--- config.mk ---
export PLATFORM = sky130hd
export DESIGN_NAME = abist_selector
export DESIGN_NICKNAME = d
export VERILOG_FILES = /design/src/rtl/abist_pkg.sv /design/src/rtl/abist_cluster_match.sv /design/src/rtl/abist_hit_counters.sv /design/src/rtl/abist_min_select.sv /design/src/rtl/abist_vec_rom.sv /design/src/rtl/abist_selector.sv
export SDC_FILE = /design/constraint.sdc
export NUM_CORES = 1
export LEC_CHECK = 0
export ABC_AREA = 1
export BUFFER_PORTS_ARGS = -buffer_cell sky130_fd_sc_hd__buf_2
export CORE_ASPECT_RATIO = 0.8
export CORE_MARGIN = 2
export CORE_UTILIZATION = 42
export CTS_CLUSTER_SIZE = 10
export DETAILED_ROUTE_END_ITERATION = 6
export HOLD_SLACK_MARGIN = 0.08
export PLACE_DENSITY_LB_ADDON = 0.3
export SYNTH_ARGS = -nofsm -noshare
export SYNTH_HDL_FRONTEND = slang
export SYNTH_SLANG_ARGS = --single-unit
export TNS_END_PERCENT = 10
--- constraint.sdc ---
create_clock -name clk -period 12.94 [get_ports clk]
set_clock_uncertainty 0.05 [all_clocks]
set_input_delay 0.647 -clock clk [delete_from_list [all_inputs] [get_ports clk]]
set_output_delay 0.647 -clock clk [all_outputs]
set_load 0.05 [all_outputs]
--- src/rtl/abist_pkg.sv ---
package abist_pkg;

  typedef enum logic [1:0] {
    ST_IDLE = 2'd0,
    ST_RUN  = 2'd1,
    ST_HOLD = 2'd2
  } sess_state_t;

  localparam int unsigned CODE_MULT = 37;
  localparam int unsigned CODE_OFFS = 5;

  // Stored vector for flat index n = cluster*VPC + position
  function automatic int unsigned vec_code(int unsigned n);
    return CODE_MULT * n + CODE_OFFS;
  endfunction

endpackage

--- src/rtl/abist_cluster_match.sv ---
module abist_cluster_match #(
  parameter int NUM_CL = 4,
  parameter int VEC_W  = 8,
  parameter int VPC    = 4
) (
  input  logic [VEC_W-1:0]  vec_i,
  output logic [NUM_CL-1:0] hit_o
);

  for (genvar c = 0; c < NUM_CL; c++) begin : g_cl
    logic [VPC-1:0] eq;
    for (genvar j = 0; j < VPC; j++) begin : g_v
      localparam logic [VEC_W-1:0] CODE = VEC_W'(abist_pkg::vec_code(c * VPC + j));
      assign eq[j] = (vec_i == CODE);
    end
    assign hit_o[c] = |eq;
  end

endmodule

--- src/rtl/abist_hit_counters.sv ---
module abist_hit_counters #(
  parameter int NUM_CL = 4,
  parameter int CNT_W  = 16,
  parameter int IDX_W  = 2
) (
  input  logic                           clk,
  input  logic                           rst,
  input  logic [NUM_CL-1:0]              inc_i,
  input  logic                           bump_en_i,
  input  logic [IDX_W-1:0]               bump_idx_i,
  input  logic [CNT_W-1:0]               bump_val_i,
  output logic [NUM_CL-1:0][CNT_W-1:0]   cnt_o
);

  localparam logic [CNT_W-1:0] CNT_MAX = '1;

  logic [CNT_W-1:0] cnt_q [NUM_CL];

  for (genvar c = 0; c < NUM_CL; c++) begin : g_cnt
    always_ff @(posedge clk) begin
      if (rst) begin
        cnt_q[c] <= '0;
      end else if (bump_en_i && (bump_idx_i == IDX_W'(c))) begin
        cnt_q[c] <= bump_val_i;
      end else if (inc_i[c] && (cnt_q[c] != CNT_MAX)) begin
        cnt_q[c] <= cnt_q[c] + 1'b1;
      end
    end
    assign cnt_o[c] = cnt_q[c];
  end

endmodule

--- src/rtl/abist_min_select.sv ---
module abist_min_select #(
  parameter int NUM_CL = 4,
  parameter int CNT_W  = 16,
  parameter int IDX_W  = 2
) (
  input  logic [NUM_CL-1:0][CNT_W-1:0] cnt_i,
  output logic [IDX_W-1:0]             min_idx_o,
  output logic [CNT_W-1:0]             max_val_o
);

  logic [CNT_W-1:0] min_v;

  // Strict compare keeps the lowest index on ties
  always_comb begin
    min_idx_o = '0;
    min_v     = cnt_i[0];
    max_val_o = cnt_i[0];
    for (int c = 1; c < NUM_CL; c++) begin
      if (cnt_i[c] < min_v) begin
        min_v     = cnt_i[c];
        min_idx_o = IDX_W'(c);
      end
      if (cnt_i[c] > max_val_o) begin
        max_val_o = cnt_i[c];
      end
    end
  end

endmodule

--- src/rtl/abist_vec_rom.sv ---
module abist_vec_rom #(
  parameter int VEC_W  = 8,
  parameter int VPC    = 4,
  parameter int ADDR_W = 2,
  parameter int CL_ID  = 0
) (
  input  logic              clk,
  input  logic              rd_en_i,
  input  logic [ADDR_W-1:0] addr_i,
  output logic [VEC_W-1:0]  data_o
);

  logic [VEC_W-1:0] mem [VPC];

  initial begin
    for (int j = 0; j < VPC; j++) begin
      mem[j] = VEC_W'(abist_pkg::vec_code(CL_ID * VPC + j));
    end
  end

  always_ff @(posedge clk) begin
    if (rd_en_i) begin
      data_o <= mem[addr_i];
    end
  end

endmodule

--- src/rtl/abist_selector.sv ---
module abist_selector #(
  parameter int NUM_CL        = 4,
  parameter int VEC_W         = 8,
  parameter int VPC           = 4,
  parameter int CNT_W         = 16,
  parameter int WINDOW_CYCLES = 1000000000
) (
  input  logic                      clk,
  input  logic                      rst,
  input  logic [VEC_W-1:0]          func_in,
  input  logic                      in_valid,
  input  logic                      lp_mode,
  output logic [VEC_W-1:0]          cut_in,
  output logic                      test_active,
  output logic [$clog2(NUM_CL)-1:0] sel_cluster,
  output logic [NUM_CL-1:0]         cluster_hit
);

  import abist_pkg::*;

  localparam int IDX_W    = $clog2(NUM_CL);
  localparam int ADDR_W   = $clog2(VPC);
  localparam int STEP_LIM = (WINDOW_CYCLES > VPC) ? WINDOW_CYCLES : VPC;
  localparam int STEP_W   = $clog2(STEP_LIM) + 1;
  localparam logic [CNT_W-1:0] CNT_MAX = '1;

  sess_state_t              state_q;
  logic                     lp_d;
  logic [STEP_W-1:0]        step_q;
  logic [IDX_W-1:0]         sel_q;
  logic                     ta_q;
  logic [VEC_W-1:0]         func_q;
  logic [NUM_CL-1:0]        hit_q;

  logic [NUM_CL-1:0]        hit_comb;
  logic [NUM_CL-1:0]        inc;
  logic [NUM_CL-1:0][CNT_W-1:0] counts;
  logic [IDX_W-1:0]         min_idx;
  logic [CNT_W-1:0]         max_val;
  logic [CNT_W-1:0]         bump_val;
  logic                     emit, accept, last_vec, win_end, bump_en;
  logic [VEC_W-1:0]         rom_q [NUM_CL];

  assign emit     = (state_q == ST_RUN) && lp_mode;
  assign accept   = in_valid && (state_q != ST_RUN);
  assign last_vec = (step_q == STEP_W'(VPC - 1));
  assign win_end  = (step_q == STEP_W'(WINDOW_CYCLES - 1));
  assign bump_en  = emit && last_vec;
  assign bump_val = (max_val == CNT_MAX) ? max_val : max_val + 1'b1;
  assign inc      = hit_comb & {NUM_CL{accept}};

  abist_cluster_match #(
    .NUM_CL(NUM_CL), .VEC_W(VEC_W), .VPC(VPC)
  ) u_match (
    .vec_i (func_in),
    .hit_o (hit_comb)
  );

  abist_hit_counters #(
    .NUM_CL(NUM_CL), .CNT_W(CNT_W), .IDX_W(IDX_W)
  ) u_cnt (
    .clk        (clk),
    .rst        (rst),
    .inc_i      (inc),
    .bump_en_i  (bump_en),
    .bump_idx_i (sel_q),
    .bump_val_i (bump_val),
    .cnt_o      (counts)
  );

  abist_min_select #(
    .NUM_CL(NUM_CL), .CNT_W(CNT_W), .IDX_W(IDX_W)
  ) u_min (
    .cnt_i     (counts),
    .min_idx_o (min_idx),
    .max_val_o (max_val)
  );

  for (genvar c = 0; c < NUM_CL; c++) begin : g_rom
    abist_vec_rom #(
      .VEC_W(VEC_W), .VPC(VPC), .ADDR_W(ADDR_W), .CL_ID(c)
    ) u_rom (
      .clk     (clk),
      .rd_en_i (emit),
      .addr_i  (step_q[ADDR_W-1:0]),
      .data_o  (rom_q[c])
    );
  end

  always_ff @(posedge clk) begin
    if (rst) begin
      state_q <= ST_IDLE;
      lp_d    <= 1'b0;
      step_q  <= '0;
      sel_q   <= '0;
      ta_q    <= 1'b0;
      func_q  <= '0;
      hit_q   <= '0;
    end else begin
      lp_d   <= lp_mode;
      ta_q   <= emit;
      func_q <= func_in;
      hit_q  <= inc;
      case (state_q)
        ST_IDLE: begin
          if (lp_mode && !lp_d) begin
            sel_q   <= min_idx;
            step_q  <= '0;
            state_q <= ST_RUN;
          end
        end
        ST_RUN: begin
          if (!lp_mode) begin
            state_q <= ST_IDLE;
          end else begin
            step_q <= step_q + 1'b1;
            if (last_vec || win_end) state_q <= ST_HOLD;
          end
        end
        ST_HOLD: begin
          if (!lp_mode) state_q <= ST_IDLE;
        end
        default: state_q <= ST_IDLE;
      endcase
    end
  end

  assign cut_in      = ta_q ? rom_q[sel_q] : func_q;
  assign test_active = ta_q;
  assign sel_cluster = sel_q;
  assign cluster_hit = hit_q;

endmodule

# [Word-level counts from Yosys, hierarchy flattened]
# Memories as Yosys holds them, arrays and structs flattened. A register that Yosys moved wholly into a read port is not among the register bits.
# Index checks and enable logic that the tools add are counted.
[word_totals] memories=5 elab_cells=152 in_bits=12 ram_bits=64 out_inout_bits=15 rom_bits=124 regBits=57
[memory_table] memory="u_cnt.cnt_q" words=4 width=16 read_ports=4 rd_clocked_by_memory_dff=0 wr=4 line="abist_hit_counters.sv:17" source="logic [CNT_W-1:0] cnt_q [NUM_CL];"
[memory_table] memory="g_rom[1].u_rom.mem" words=4 width=8 read_ports=1 rd_clocked_by_memory_dff=1 wr=0 line="abist_vec_rom.sv:13" source="logic [VEC_W-1:0] mem [VPC];"
[memory_table] memory="g_rom[2].u_rom.mem" words=4 width=8 read_ports=1 rd_clocked_by_memory_dff=1 wr=0 line="abist_vec_rom.sv:13"
[memory_table] memory="g_rom[3].u_rom.mem" words=4 width=8 read_ports=1 rd_clocked_by_memory_dff=1 wr=0 line="abist_vec_rom.sv:13"
[memory_table] memory="g_rom[0].u_rom.mem" words=4 width=7 read_ports=1 rd_clocked_by_memory_dff=1 wr=0 line="abist_vec_rom.sv:13"
[classes] add_sub_neg=6 order_cmp=7 mux=59 n_bitwise=10 n_reduce_logical=24 n_eq_ne=33
[op_table] op="2-to-1 mux 16 bit" count=14
[op_table] op="adder 16 x 1 -> 16 bit (second input constant)" count=5
[op_table] op="inequality test 16 bit (second input constant)" count=4
[op_table] op="2-to-1 mux 31 bit" count=2
[op_table] op="one-hot mux 31 bit (2 select lines)" count=1
[op_table] op="== test 8 bit (second input constant)" count=6
[op_table] op="> comparator 16 bit" count=3
[op_table] op="< comparator 16 bit" count=3
[op_table] op="== test 8 x 7 -> 1 bit (second input constant)" count=4
[op_table] op="adder 31 x 1 -> 31 bit (second input constant)" count=1
[op_table] op="== test 31 x 2 -> 1 bit (second input constant)" count=1
[op_table] op="== test 31 x 30 -> 1 bit (second input constant)" count=1
[op_table] op="2-to-1 mux 1 bit" count=31
[op_table] op="== test 8 x 6 -> 1 bit (second input constant)" count=3
[op_table] op="2-to-1 mux 8 bit" count=3
[op_table] op="binary-select mux 8 bit (select 2 bit)" count=1
[op_table] op="== test 16 bit (second input constant)" count=1
[op_table] op="== test 8 x 4 -> 1 bit (second input constant)" count=2
[op_table] op="OR reduction 4 bit" count=4
[op_table] op="logical AND 1 bit" count=12
[op_table] op="2-to-1 mux 2 bit" count=6
[op_table] op="== test 8 x 3 -> 1 bit (second input constant)" count=1
[op_table] op="OR 1 bit" count=8
[op_table] op="== test 2 bit (second input constant)" count=3
[op_table] op="14 further kinds" count=19

# [Depth between registers and ports, before layout]
# Gate-level depths: netlist (run 1).
# An unclocked memory read counts as a cell.
[depth] depth_word=11 ltp_mapped=53 ltp_nobuf=51

# [Hierarchy]
# A second synthesis (run 1) with hierarchy kept.
[unflattened] cells_unflattened=1728 hier_area_um2=11573.6
[modules_own_cells] module="abist_hit_counters" seq_area_each_um2=1921.8 cells_per_inst=566 instances=1 area_each_um2=4272.8
[modules_own_cells] module="abist_selector" seq_area_each_um2=980.9 cells_per_inst=545 instances=1 area_each_um2=3223.1
[modules_own_cells] module="abist_min_select" seq_area_each_um2=0.0 cells_per_inst=455 instances=1 area_each_um2=2743.9
[modules_own_cells] module="abist_cluster_match" seq_area_each_um2=0.0 cells_per_inst=96 instances=1 area_each_um2=372.9
[modules_own_cells] module="abist_vec_rom (g_rom[3].u_rom)" seq_area_each_um2=210.2 cells_per_inst=17 instances=1 area_each_um2=251.5
[modules_own_cells] module="abist_vec_rom (g_rom[1].u_rom)" seq_area_each_um2=210.2 cells_per_inst=16 instances=1 area_each_um2=250.2
[modules_own_cells] module="abist_vec_rom (g_rom[2].u_rom)" seq_area_each_um2=180.2 cells_per_inst=17 instances=1 area_each_um2=234.0
[modules_own_cells] module="abist_vec_rom (g_rom[0].u_rom)" seq_area_each_um2=180.2 cells_per_inst=16 instances=1 area_each_um2=225.2

# [Worst setup path after synthesis (run 1)]
# OpenSTA, ideal clock, no wires.
[synth_path] kind="reg2reg" from="mem u_cnt.cnt_q[0][9]" to="mem u_cnt.cnt_q[0][10] (data pin)" path_buffers=5 slack_ns=7.025 stages_incl_launch_ff=39 setup_time_ns=0.253 t_arrival_ns=5.612 synth_period_minus_slack_ns=5.915 path_cell_list="edfxtp_1 > inv_1 > ha_1 > nand2_1 > nand2_1 > nand3_1 > nand2_1 > a21oi_2 > nand2_4 > nand2_2 > clkbuf_1 > clkbuf_1 > o21ai_0 > ha_1 > nand4_1 > nor3_1 > and3_1 > nand4_1 > [3 not listed] > o21ai_0 > inv_1 > ha_1 > nand4_1 > nor3_1 > nand4_2 > nand2_4 > buf_6 > nand2_1 > nand2_1 > nor2_1 > nand2_1 > inv_2 > nand3_4 > buf_6 > nand3_2 > nand2_1 > nand2_1"
[synth_lines] element="from (decl)" line="abist_hit_counters.sv:17"

==> results_dict.tcl, run 1 <==
set metrics [dict create \
    status "finished with violations" \
    numCtsBuffers 17 \
    synth_area_sq_um 10000 \
    via_per_inst 5.45 \
    cp_data_arrival_time_ns 7.74 \
    clock_latency_ns 0.43 \
    hold_viol_final 0 \
    hold_class "flip-flop to flip-flop" \
    start_util_pct 42.8 \
    worst_slew_pin_slew_ns 1.02 \
    syn2layout_area_growth_pct 10.2 \
    final_common_cell "nand2_1" \
    min_to "step_q[13]$_SDFFE_PP0P_" \
    cts_max_level 4 \
    core_area_sq_um 23500 \
    io_buffers 26 \
    synthAdderAreaFrac_pct 9.96 \
    fin_crit_sh_pct 58.9 \
    nNetsFinal 1570 \
    max_freq_ghz 0.131 \
    clk_path_buf_depth 2 \
    finalWeightedCongestion 0.941 \
    dp_slack_ns 5.46 \
    drive_gt1_share_pct 7.85 \
    routed-wl-met2_um 12300 \
    top_layer_used "met4" \
    leakage_nw 4.98 \
    path_class "flip-flop to flip-flop" \
    grt_pass1_vias 8848 \
    synthCells 1457 \
    root_buffer "clkbuf_16" \
    ys_warn_count 0 \
    synth-seq-cells 126 \
    synth.mux.area_fraction_pct 0 \
    yosys-top-cells-area "edfxtp_1, nand2_1, ha_1, dfxtp_1, inv_1" \
    dr.pass1.iters 7 \
    wl_um 29500 \
    grt_max_degree 38 \
    worst_slack_ns 5.32 \
    ir_worst_vdd_uv 84.2 \
    synth_top_family_by_area "simple AND/OR/NAND/NOR gates" \
    die-area_sq_um 25200 \
    critical_path.slowest_cell "nand4_2" \
    violations "DRC" \
    avgSynthCellArea_sq_um 6.90 \
    track_usage_pct 24.1 \
    setup_violations 0 \
    route.detailed.drc 13 \
    postCtsHoldBufs 0 \
    holdPathStages 2 \
    final_cell_mix "nand2_1, inv_1, nor2_1" \
    grt_overflow_total 0 \
    fin_crit_ns 7.62 \
    path_max_fanout 37 \
    pin_count 27 \
    ys_seq_area_share_pct 32.8 \
    r2r_start "u_cnt.cnt_q[0][8]$_DFFE_PP_" \
    power_density_nw_per_um2 117 \
    start_kind "flip-flop" \
    maxCapViolCount 0 \
    worst_path_most_repeated_cell "nand2_1" \
    synth_cell_type_count 54 \
    slowest_delay_ns 0.49 \
    dieHeight_um 142 \
    diodes 0 \
    grt_pass1_wl_um 47500 \
    synth_compound_area_share_pct 12.3 \
    end_kind "flip-flop" \
    wl_met1_um 14300 \
    placed_area_sq_um 10500 \
    hpwl_um 22500 \
    num_vias 9821 \
    antenna_found_initial 0 \
    cts_tree "yes" \
    cts_post_setup_buffers_inserted 0 \
    synth_nets 1549 \
    synthFlopType "edfxtp_1" \
    reg2regPathDepth 32 \
    die_x_um 177 \
    r2r_end "u_cnt.cnt_q[0][9]$_DFFE_PP_" \
    ant_nets 0 \
    synth_xor_area_share_pct 1.57 \
    synth-simple-area-share_pct 35.6 \
    rsz0062_at_grt "false" \
    wl_met3_um 2240 \
    cts-resized-gates 0 \
    final_cell_area_sq_um 11100 \
    synth-edff-count 77 \
    clkSinkCount 126 \
    rrSetupSlack_ns 5.32 \
    synth_top_area_share_pct 23.0 \
    synthArstFlopShare_pct 0 \
    synth_top_cell_by_area "edfxtp_1" \
    drtIter0Drc 973 \
    hp-start "step_q[13]$_SDFFE_PP0P_" \
    finalSetupTns_ns 0 \
    required_ns 13.06 \
    wl_per_cell_um 16.3 \
    finalMaxSlewViolations 0 \
    rows 50 \
    clk_pin_slew_ns 0.07 \
    slew_headroom_pct 31.7 \
]
[flip-flops by register name (all words and copies together) (netlist names)]
| name | cells |
|---|---|
| cluster_hit | 4 |
| step_q | 31 |
| lp_d | 1 |
| func_q | 8 |
| test_active | 1 |
| u_cnt.cnt_q | 64 |
| state_q | 2 |
| sel_cluster | 2 |
| g_rom.u_rom.data_o | 13 |
[area by class of cell]
cell class / count / area, sq um
clock buffers: 21 / 504
clock inverters: 11 / 87.6
fillers: 2347 / 12400
inverters: 175 / 657
multi-input cells: 1126 / 5970
flip-flops and latches: 126 / 3290
well taps: 312 / 390
repair buffers: 32 / 175
[routing by layer]
| layer | GRT usage (%) | vias up |
|---|---|---|
| li1 | - | 4947 |
| met1 | 36.6 | 4459 |
| met2 | 35.5 | 377 |
| met3 | 3.58 | 38 |
| met4 | 6.00 | 0 |
| met5 | 0 | - |
[cell usage after synthesis (22+ instances only)]
cell and count:
nand2_1 426, inv_1 166, nor2_1 142, o21ai_0 108, nand3_1 102, ha_1 80
edfxtp_1 77, a21oi_1 62, dfxtp_1 49, nor3_1 42, clkbuf_1 23, nand4_1 22
[worst max-delay path by stage]
stage | slack, ns | depth (start not counted) | start | to
after detailed placement | 5.46 | 32 | u_cnt.cnt_q[0][8]$_DFFE_PP_ | u_cnt.cnt_q[1][9]$_SDFFCE_PN0P_
after global placement | 5.69 | 32 | u_cnt.cnt_q[0][8]$_DFFE_PP_ | u_cnt.cnt_q[0][9]$_DFFE_PP_
after CTS | 5.45 | 32 | u_cnt.cnt_q[0][8]$_DFFE_PP_ | u_cnt.cnt_q[0][9]$_DFFE_PP_
after floorplan | 7.02 | 38 | u_cnt.cnt_q[0][9]$_DFFE_PP_ | u_cnt.cnt_q[0][10]$_DFFE_PP_
final | 5.32 | 32 | u_cnt.cnt_q[0][8]$_DFFE_PP_ | u_cnt.cnt_q[0][9]$_DFFE_PP_
after global routing | 4.58 | 32 | u_cnt.cnt_q[0][8]$_DFFE_PP_ | u_cnt.cnt_q[0][25]$_DFFE_PP_
[critical path: cells and delay by family, from the launching register on]
family | cells | cell delay (ns)
flip-flops | 1 | 0.38
AND/OR/NAND/NOR | 23 | 4.78
AO/OA/AOI/OAI | 2 | 0.50
buffers and inverters | 4 | 0.61
adder cells (fa/ha/maj) | 3 | 1.02
[per-stage QoR]
step	hold slack, ns	power [mW]	util [%]	cells
2_1_floorplan	0.395	0.716	-	1457
3_3_place_gp	0.416	0.809	44.7	1771
3_5_place_dp	0.414	0.812	44.7	1771
4_1_cts	0.428	1.30	47.2	1803
5_1_grt	0.452	1.36	47.2	1803
6_report	0.429	1.29	47.2	1803
[where the power goes]
group | internal [mW] | switching, mW | leakage (nW) | total [mW]
sequential | 0.442 | 0.0196 | 1.17 | 0.462
clock | 0.284 | 0.200 | 0.297 | 0.484
combinational | 0.0975 | 0.251 | 3.51 | 0.348
[kinds of logic after synthesis]
logic type / after synthesis
fa+ha+maj: 80
xor+xnor: 18
buf+inv: 205
compound gates: 223
flops: 126
simple gates: 805
(Power assumes the default switching activity.)
==> inputs of run 2 (changes only) <==
==> constraint.sdc (replaced) <==
create_clock -name clk -period 7.2 [get_ports clk]
set_clock_uncertainty 0.05 [all_clocks]
set_input_delay 0.36 -clock clk [delete_from_list [all_inputs] [get_ports clk]]
set_output_delay 0.36 -clock clk [all_outputs]
set_load 0.05 [all_outputs]
==> run 2 against run 1 <==
Against the previous run: the flow now finishes without violations; final cell count increased by 0.61%; global-route usage decreased by 0.38 points; clock power increased by 88%; die area unchanged; power increased by 84%; worst setup slack got worse by 4.9 ns; register-to-register slack got worse by 4.9 ns; critical endpoint is now u_cnt.cnt_q[0][28]$_DFFE_PP_; highest routed layer is now met5.
==> results_dict.tcl, run 2 (synthesis results as in run 1) <==
set metrics [dict create \
    die_x_um 177 \
    status "completed" \
    drive_gt1_share_pct 9.05 \
    met1_usage_pct 35.8 \
    worst_path_most_repeated_cell "nand2_4" \
    largest_reg_flops 64 \
    crit_buf_inv 3 \
    root_buffer "clkbuf_16" \
    n_fill_cell 2348 \
    route.detailed.drc 0 \
    syn2layout_area_growth_pct 11.9 \
    slew_headroom_pct 32.4 \
    path_class "flip-flop to flip-flop" \
    grt_use_met3_pct 3.63 \
    grt_pass1_vias 8848 \
    final_cell_mix "nand2_1, inv_1, nor2_1" \
    fin_crit_ns 6.81 \
    swShare_pct 35.0 \
    power.switching_uw 832 \
    maxCapViolCount 0 \
    final_common_cell "nand2_1" \
    hold_class "primary input to flip-flop" \
    leakage_nw 5.04 \
    diodes 0 \
    track_usage_pct 23.7 \
    hpwl_um 22400 \
    grt_pass1_wl_um 46900 \
    start_util_pct 42.8 \
    top_regs "u_cnt.cnt_q x64, step_q x31, g_rom.u_rom.data_o x13" \
    critical_path.slowest_cell "edfxtp_1" \
    nNetsFinal 1581 \
    finalMaxSlewViolations 0 \
    crit_family "simple AND/OR/NAND/NOR gates" \
    cp_data_arrival_time_ns 6.91 \
    slowest_delay_ns 0.49 \
    io_buffers 26 \
    max_freq_ghz 0.147 \
    antenna_found_initial 1 \
    whs_ns 0.163 \
    cts_tree "yes" \
    clock_latency_ns 0.42 \
    grt_overflow_total 0 \
    numPlacedInstances 1775 \
    clk_pin_slew_ns 0.06 \
    placed_area_sq_um 10500 \
    clk_path_buf_depth 2 \
    power_density_nw_per_um2 211 \
    wl_um 29300 \
    core_area_sq_um 23500 \
    dieHeight_um 142 \
    clkPwrFrac_pct 38.2 \
    die-area_sq_um 25200 \
    path_max_fanout 19 \
    setup_violations 0 \
    top_register "u_cnt.cnt_q" \
    pin_count 27 \
    cts_max_level 4 \
    grt_max_degree 37 \
    power.internal_mw 1.54 \
    required_ns 7.31 \
    drtIter0Drc 1072 \
    numCtsBuffers 17 \
    final_cell_area_sq_um 11200 \
    power.total_mw 2.38 \
    num_vias 9855 \
    wl_per_cell_um 16.2 \
    met2_usage_pct 35.0 \
    busiest_layer "met1" \
    worst_slew_pin_slew_ns 1.01 \
    via_per_inst 5.43 \
    finalWeightedCongestion 0.932 \
    end_kind "flip-flop" \
    hold_viol_final 0 \
    clkSinkCount 126 \
    p_seq_share_pct 35.0 \
    rows 50 \
    ir_worst_vdd_uv 174 \
    fin_cells 1814 \
    postCtsHoldBufs 0 \
    start_kind "flip-flop" \
    ant_nets 0 \
    dr.pass1.iters 6 \
    fin_crit_sh_pct 94.6 \
    combPwrFrac_pct 26.8 \
]
[run 2: cell types whose count changed in the layout (fill, tap and decap cells not counted), sizes merged]
cell | before | now
buf | 32 | 42
clkbuf | 21 | 25
inv | 180 | 176
bufinv | 0 | 1
clkinv | 6 | 5
clkinvlp | 0 | 1
[run 2: layout make-up]
class	count	area, sq um	area share [%]
clock buffer	24	537	4.77
clock inverter	8	85.1	0.756
inverter	175	661	5.87
multi-input combinational	1126	6020	53.6
sequential	126	3290	29.3
tap	312	390	3.47
timing repair buffer	43	258	2.29
[run 2: what timing repair did]
action | 4_1_cts | 5_1_grt
setup endpoints to repair | 0 | 64
gates resized for setup | 0 | 16
buffers inserted | 0 | 7
[run 2: path summary, 6_finish.rpt]
path / to / cells past startpoint / slack (ns) / startpoint
worst max-delay path: u_cnt.cnt_q[0][28]$_DFFE_PP_ / 30 / 0.39 / u_cnt.cnt_q[0][30]$_DFFE_PP_
worst min-delay path: func_q[3]$_SDFF_PP0_ / 3 / 0.16 / func_in[3]
worst max register to register: u_cnt.cnt_q[0][28]$_DFFE_PP_ / 30 / 0.39 / u_cnt.cnt_q[0][30]$_DFFE_PP_
worst min register to register: step_q[30]$_SDFFE_PP0P_ / 1 / 0.43 / step_q[30]$_SDFFE_PP0P_
[run 2: power groups by stage]
stage | Clock, mW | Sequential [mW] | Combinational, mW
CTS | 0.916 | 0.829 | 0.613
global route | 0.946 | 0.834 | 0.713
global placement | 0 | 0.844 | 0.603
finish | 0.908 | 0.830 | 0.637
detailed placement | 0 | 0.844 | 0.608
floorplan | 0 | 0.839 | 0.449
[run 2: metrics by stage]
step	setup slack, ns	utilization (%)	setup TNS [ns]
floorplan	1.28	-	0
global placement	0.313	44.8	0
detailed placement	0.139	44.8	0
CTS	0.0883	47.5	0
global route	-0.00668	47.9	-0.00668
finish	0.391	47.9	0
[run 2: worst min-delay path, cell delays in order]
cell and delay [ns]:
buf_2 0.14, inv_1 0.06, nor2_1 0.03
[run 2: per-layer routing]
metal | vias to the layer above | wire (um)
met2 | 371 | 12200
met5 | - | 12
li1 | 4962 | -
met4 | 2 | 424
met3 | 34 | 2240
met1 | 4486 | 14500
